File: config.mk
export PLATFORM = sky130hd
export DESIGN_NAME = event_tally
export DESIGN_NICKNAME = d
export VERILOG_FILES = /design/src/rtl/evt_pkg.sv /design/src/rtl/evt_edge_gen.sv /design/src/rtl/evt_main_ctr.sv /design/src/rtl/evt_aux_ctr.sv /design/src/rtl/event_tally.sv
export SDC_FILE = /design/constraint.sdc
export NUM_CORES = 1
export LEC_CHECK = 0
export BUFFER_PORTS_ARGS = -buffer_cell sky130_fd_sc_hd__buf_4
export CAP_MARGIN = 20
export CORE_MARGIN = 8
export CORE_UTILIZATION = 56
export CTS_BUF_LIST = sky130_fd_sc_hd__clkbuf_8
export DETAILED_ROUTE_END_ITERATION = 8
export GPL_ROUTABILITY_DRIVEN = 0
export PLACE_DENSITY_LB_ADDON = 0.12
export SYNTH_ARGS = -nofsm -noshare
export SYNTH_HDL_FRONTEND = slang
export SYNTH_SLANG_ARGS = --single-unit
export TNS_END_PERCENT = 30
File: constraint.sdc
create_clock -name clk -period 5.18 [get_ports clk]
set_clock_uncertainty 0.05 [all_clocks]
set_input_delay 0.777 -clock clk [delete_from_list [all_inputs] [get_ports clk]]
set_output_delay 0.777 -clock clk [all_outputs]
set_load 0.1 [all_outputs]
File: src/rtl/evt_pkg.sv
package evt_pkg;

    localparam int DEFAULT_WIDTH = 16;

    typedef enum logic [1:0] {
        MODE_OFF     = 2'd0,
        MODE_SAMPLED = 2'd1,
        MODE_EXTCLK  = 2'd2,
        MODE_RSVD    = 2'd3
    } run_mode_e;

    typedef enum logic [1:0] {
        MSEL_BOTH = 2'd0,
        MSEL_UP   = 2'd1,
        MSEL_DOWN = 2'd2,
        MSEL_NONE = 2'd3
    } main_sel_e;

    typedef enum logic [1:0] {
        ASEL_NONE = 2'd0,
        ASEL_UP   = 2'd1,
        ASEL_DOWN = 2'd2,
        ASEL_BOTH = 2'd3
    } aux_sel_e;

    typedef enum logic [1:0] {
        STEP_HOLD = 2'd0,
        STEP_INC  = 2'd1,
        STEP_DEC  = 2'd2
    } step_e;

    typedef struct packed {
        logic up;
        logic dn;
    } ev_t;

    function automatic logic mode_counts(run_mode_e m);
        return (m == MODE_SAMPLED) || (m == MODE_EXTCLK);
    endfunction

    function automatic step_e main_step(main_sel_e s, ev_t e);
        step_e r;
        r = STEP_HOLD;
        unique case (s)
            MSEL_BOTH: begin
                if (e.up) r = STEP_INC;
                else if (e.dn) r = STEP_DEC;
            end
            MSEL_UP:   if (e.up) r = STEP_INC;
            MSEL_DOWN: if (e.dn) r = STEP_DEC;
            default:   r = STEP_HOLD;
        endcase
        return r;
    endfunction

    function automatic logic aux_step(aux_sel_e s, ev_t e);
        logic r;
        unique case (s)
            ASEL_UP:   r = e.up;
            ASEL_DOWN: r = e.dn;
            ASEL_BOTH: r = e.up | e.dn;
            default:   r = 1'b0;
        endcase
        return r;
    endfunction

endpackage

File: src/rtl/evt_edge_gen.sv
module evt_edge_gen
    import evt_pkg::*;
(
    input  logic      clk,
    input  logic      rst,
    input  logic      cnt_in,
    input  logic      dir_in,
    input  run_mode_e mode,
    input  logic      dir_bit,
    input  logic      edge_fall,
    input  logic      dir_from_pin,
    output ev_t       ev
);

    logic in_prev;
    logic edge_seen;
    logic go_down;

    always_ff @(posedge clk) begin
        if (rst) in_prev <= 1'b0;
        else     in_prev <= cnt_in;
    end

    always_comb begin
        if (edge_fall) edge_seen = in_prev & ~cnt_in;
        else           edge_seen = ~in_prev & cnt_in;
        go_down = dir_from_pin ? dir_in : dir_bit;
        ev.up   = mode_counts(mode) & edge_seen & ~go_down;
        ev.dn   = mode_counts(mode) & edge_seen & go_down;
    end

    // an edge of fixed polarity cannot yield events on two cycles in a row
    assert_single_event_R3: assert property (@(posedge clk) disable iff (rst)
        (ev.up || ev.dn) |=> (!(ev.up || ev.dn) || (edge_fall != $past(edge_fall))));

endmodule

File: src/rtl/evt_main_ctr.sv
module evt_main_ctr
    import evt_pkg::*;
#(
    parameter int WIDTH = DEFAULT_WIDTH
) (
    input  logic             clk,
    input  logic             rst,
    input  logic             clr,
    input  main_sel_e        sel,
    input  ev_t              ev,
    output logic [WIDTH-1:0] count
);

    localparam logic [WIDTH-1:0] ONE = WIDTH'(1);

    step_e step;

    always_comb step = main_step(sel, ev);

    always_ff @(posedge clk) begin
        if (rst || clr) begin
            count <= '0;
        end else begin
            unique case (step)
                STEP_INC: count <= count + ONE;
                STEP_DEC: count <= count - ONE;
                default:  count <= count;
            endcase
        end
    end

    // a clear always leaves the counter at zero
    assert_clear_wins_R9: assert property (@(posedge clk) disable iff (rst)
        clr |=> (count == '0));

    // the never-count selection freezes the value
    assert_none_holds_R6: assert property (@(posedge clk) disable iff (rst)
        (!clr && sel == MSEL_NONE) |=> $stable(count));

    // an up event in both-direction selection adds exactly one
    assert_up_step_R5: assert property (@(posedge clk) disable iff (rst)
        (!clr && ev.up && sel == MSEL_BOTH) |=> (count == $past(count) + ONE));

endmodule

File: src/rtl/evt_aux_ctr.sv
module evt_aux_ctr
    import evt_pkg::*;
#(
    parameter int WIDTH = DEFAULT_WIDTH
) (
    input  logic             clk,
    input  logic             rst,
    input  logic             clr,
    input  aux_sel_e         sel,
    input  ev_t              ev,
    output logic [WIDTH-1:0] count
);

    localparam logic [WIDTH-1:0] ONE = WIDTH'(1);

    logic bump;

    always_comb bump = aux_step(sel, ev);

    always_ff @(posedge clk) begin
        if (rst || clr)  count <= '0;
        else if (bump)   count <= count + ONE;
    end

    // without a clear the value either holds or moves up by one
    assert_no_decrement_R7: assert property (@(posedge clk) disable iff (rst)
        !clr |=> ((count == $past(count)) || (count == $past(count) + ONE)));

    // clear zeroes the auxiliary value too
    assert_aux_clear_R9: assert property (@(posedge clk) disable iff (rst)
        clr |=> (count == '0));

endmodule

File: src/rtl/event_tally.sv
module event_tally
    import evt_pkg::*;
#(
    parameter int WIDTH = DEFAULT_WIDTH
) (
    input  logic             clk,
    input  logic             rst,
    input  logic             cnt_in,
    input  logic             dir_in,
    input  logic [1:0]       run_mode,
    input  logic             dir_bit,
    input  logic             edge_fall,
    input  logic             dir_from_pin,
    input  logic [1:0]       main_sel,
    input  logic [1:0]       aux_sel,
    input  logic             clr,
    output logic [WIDTH-1:0] main_count,
    output logic [WIDTH-1:0] aux_count
);

    ev_t ev;

    evt_edge_gen u_edge (
        .clk          (clk),
        .rst          (rst),
        .cnt_in       (cnt_in),
        .dir_in       (dir_in),
        .mode         (run_mode_e'(run_mode)),
        .dir_bit      (dir_bit),
        .edge_fall    (edge_fall),
        .dir_from_pin (dir_from_pin),
        .ev           (ev)
    );

    evt_main_ctr #(.WIDTH(WIDTH)) u_main (
        .clk   (clk),
        .rst   (rst),
        .clr   (clr),
        .sel   (main_sel_e'(main_sel)),
        .ev    (ev),
        .count (main_count)
    );

    evt_aux_ctr #(.WIDTH(WIDTH)) u_aux (
        .clk   (clk),
        .rst   (rst),
        .clr   (clr),
        .sel   (aux_sel_e'(aux_sel)),
        .ev    (ev),
        .count (aux_count)
    );

    // off and reserved modes leave both counters untouched
    assert_idle_mode_R2: assert property (@(posedge clk) disable iff (rst)
        (!clr && (run_mode == 2'd0 || run_mode == 2'd3))
            |=> ($stable(main_count) && $stable(aux_count)));

endmodule

==> impl_metrics.csv <==
group,metric,value,unit
worst_setup_path,cp_top_family,"compound AO/OA/AOI/OAI gates",
global_route,grt_pass1_wl,7.62,mm
worst_hold_path,hp-start,"u_aux.count[15]$_SDFFE_PP0P_",
run_status,status,"finished clean",
route,met2WireLength,2.27,mm
clock_tree,postCtsHoldBufs,0,
power,leakage,1.14,nW
route,num_vias,1734,
route,wl_met1,1.86,mm
timing,hold_viol,0,
synthesis,synthArstFlopShare,0,%
floorplanning,die_area,0.00571,sq mm
clock_tree,ctsResizeCount,0,
synthesis,synthTopCellsByArea,"dfxtp_1, ha_1, nor2_1, xor2_1, xnor2_1",
final_layout,area_growth,24.4,%
clock_tree,postCtsSetupBuffers,0,
final_layout,nNetsFinal,300,
timing,period_share,80.8,%
synthesis,synth_common_cells,"nor2_1, dfxtp_1, ha_1",
synthesis,synthAdderAreaFrac,11.1,%
route,postRouteAntennaNets,0,
clock_tree,clk_latency,0.28,ns
worst_setup_path,rr_startpoint,"u_edge.in_prev$_SDFF_PP0_",
synthesis,synth_top_area_share,33.2,%
job,max_cap_viol_count,0,
global_route,overflow,0,
placement,dp_hpwl,3.13,mm
synthesis,muxShareOfSynthArea,4.09,%
global_route,antenna_found_initial,0,
synthesis,synth.distinct_cells,47,
floorplanning,die_h,75.6,microns
route,drtIter0Drc,65,
synthesis,synthSimpleGateAreaFrac,22.0,%
worst_setup_path,crit_arrival,4.31,ns
worst_setup_path,end_kind,"register",
route,drt-pass1-iter-count,4,
worst_setup_path,crit_path_start_kind,"input port",
worst_hold_path,hold_path_class,"register to register",
synthesis,synth_top_area_cell,"dfxtp_1",
synthesis,synthCells,224,
placement,io_buffers,45,
synthesis,synth_flop_cell,"dfxtp_1",
global_route,first_global_vias,1739,
final_layout,final_cell_area,0.00247,sq mm
global_route,grt_max_degree,29,
worst_setup_path,path_buf_inv,1,
synthesis,synth_most_common_cell,"nor2_1",
synthesis,synth_top_family_by_area,"simple AND/OR/NAND/NOR gates",
final_layout,drive_above_1_share,21.5,%
clock_tree,cts_tree,"built",
final_layout,diodes,0,
power,vdd_drop_max,96.3,uV
global_route,grt_usage,17.1,%
worst_setup_path,slowest_stage,"ha_1",
route,wirelength,4.42,mm
route,vias_per_cell,5.49,
synthesis,synth-edff-count,0,
timing,rsz0062_at_grt,"false",
synthesis,synth_warnings,0,
timing,period_needed,4.19,ns
worst_setup_path,cp_max_fo,17,
route,routed.top_layer,"met4",
power,powerDensity,221,mW/mm^2
floorplanning,start_util,59.1,%
worst_hold_path,min_to,"u_aux.count[15]$_SDFFE_PP0P_",
worst_setup_path,path_cells,"buf_4 -> or3b_1 -> a21oi_2 -> nor3b_1 -> ha_1 -> ha_1 -> o21ai_0 -> nor2_1 -> a311o_1 -> a31o_1 -> a21oi_1 -> nor4_1 -> a311o_1",
worst_setup_path,regToRegSetupSlack,1.27,ns
clock_tree,cts.sinks,33,
synthesis,syn_avg_cell_area,8.88,sq um
worst_setup_path,cp.required,5.30,ns
timing,slew_violations,0,
route,met3_length,214,microns
timing,worstMarginPinSlew,0.967,ns
timing,slew_headroom,35.5,%
worst_setup_path,path_class,"input port to register",
clock_tree,clk_pin_slew,0.07,ns
synthesis,synth_fp_nets,255,
clock_tree,cts-root-buf,"clkbuf_8",
synthesis,syn_area,0.00199,sq mm
synthesis,synth-seq-cells,33,
synthesis,synth_xor_area_share,11.5,%
route,wl_per_cell,14.0,microns
clock_tree,cts_buffers,5,
timing,fmax,239,MHz
synthesis,yosysSeqAreaShare,33.2,%
synthesis,synth_compound_area_share,16.6,%
clock_tree,htree_num_levels,2,
floorplanning,fp.dieW,75.6,microns
floorplanning,core,0.00336,sq mm
timing,setup_viol,0,
worst_setup_path,reg2reg_depth,12,
worst_hold_path,hold_path_depth,2,
floorplanning,rows,21,
clock_tree,clk_path_buf_depth,2,
worst_setup_path,max_stage_delay,0.65,ns
placement,dpl-instance-area,0.00236,sq mm
floorplanning,num_io_pins,46,
route,drcViolationCount,0,
worst_setup_path,reg2reg_to,"u_main.count[10]$_SDFFE_PP0P_",
timing,fin_tns_setup,0,ns
==> final cells by class <==
| class | instances | area (sq um) |
|---|---|---|
| Tap cell | 46 | 57.6 |
| Clock inverter | 2 | 33.8 |
| Fill cell | 285 | 891 |
| Inverter | 1 | 3.75 |
| Sequential cell | 33 | 661 |
| Multi-Input combinational cell | 183 | 1300 |
| Clock buffer | 6 | 82.6 |
| Timing Repair Buffer | 45 | 338 |
==> report_power, final <==
group          switching (W)  internal [W]
combinational      0.0000247     0.0000168
clock              0.0000949      0.000155
sequential       0.000000995      0.000255
==> worst max path at each step <==
| stage | slack [ns] | to | cells after the start | from |
|---|---|---|---|---|
| 2_1_floorplan | 1.25 | u_main.count[10]$_SDFFE_PP0P_ | 12 | edge_fall |
| 3_3_place_gp | 0.83 | u_main.count[10]$_SDFFE_PP0P_ | 13 | edge_fall |
| 3_5_place_dp | 0.75 | u_main.count[10]$_SDFFE_PP0P_ | 13 | edge_fall |
| 4_1_cts | 1.0 | u_main.count[10]$_SDFFE_PP0P_ | 13 | edge_fall |
| 5_1_grt | 0.75 | u_main.count[10]$_SDFFE_PP0P_ | 13 | edge_fall |
| 6_report | 0.99 | u_main.count[10]$_SDFFE_PP0P_ | 13 | edge_fall |
==> stage by stage <==
step / power [W] / setup WS, ns / utilization [%] / hold slack (ns) / cells
final: 0.000547 / 0.995 / 73.5 / 0.463 / 316
after global routing: 0.000564 / 0.746 / 73.5 / 0.501 / 316
after CTS: 0.000550 / 0.999 / 73.5 / 0.473 / 316
after detailed placement: 0.000303 / 0.746 / 70.1 / 0.455 / 308
after global placement: 0.000302 / 0.830 / 70.1 / 0.446 / 308
after floorplan: 0.000289 / 1.25 / - / 0.735 / 224
==> logic make-up after synthesis <==
group | Yosys count
and+or+nand+nor | 87
AOI/OAI and AO/OA | 45
DFF | 33
xor gates and xnor gates | 26
adders and majority gates | 17
buffers and inverters | 8
muxes | 8
==> cells in the final DEF (no fill, tap or decap), drive strengths merged, types with 2 or more instances in the layout <==
cell type  instances
a211o              3
a211oi             7
a21o               6
a21oi             12
a311o              2
a31o               2
and2               6
and3               2
and4               3
buf               45
clkbuf             6
dfxtp             33
ha                16
inv                2
mux2i              7
nand2             11
nand2b             2
nand3              8
nand3b             2
nand4              4
nand4b             2
nor2              36
nor2b              2
nor3               3
o211a              2
o21ai              4
o21bai             2
xnor2             11
xor2              15
==> worst reg2reg max path, cell delays in order (launching register included) <==
cell	delay [ns]
dfxtp_1	0.31
or3b_1	0.38
a21oi_2	0.20
nor3b_1	0.25
ha_1	0.65
ha_1	0.40
o21ai_0	0.22
nor2_1	0.10
a311o_1	0.38
a31o_1	0.26
a21oi_1	0.19
nor4_1	0.06
a311o_1	0.34
==> flip-flops by register name, indices dropped and copies added, names as in the netlist <==
name and cells:
u_main.count 16, u_edge.in_prev 1, u_aux.count 16
==> layer usage <==
layer  GRT usage [%]  up-vias
li1                -      891
met1            18.7      808
met2            30.8       25
met3            3.95       10
met4            7.04        0
met5               0        -
Note: power is estimated with default switching activity, not from simulation.
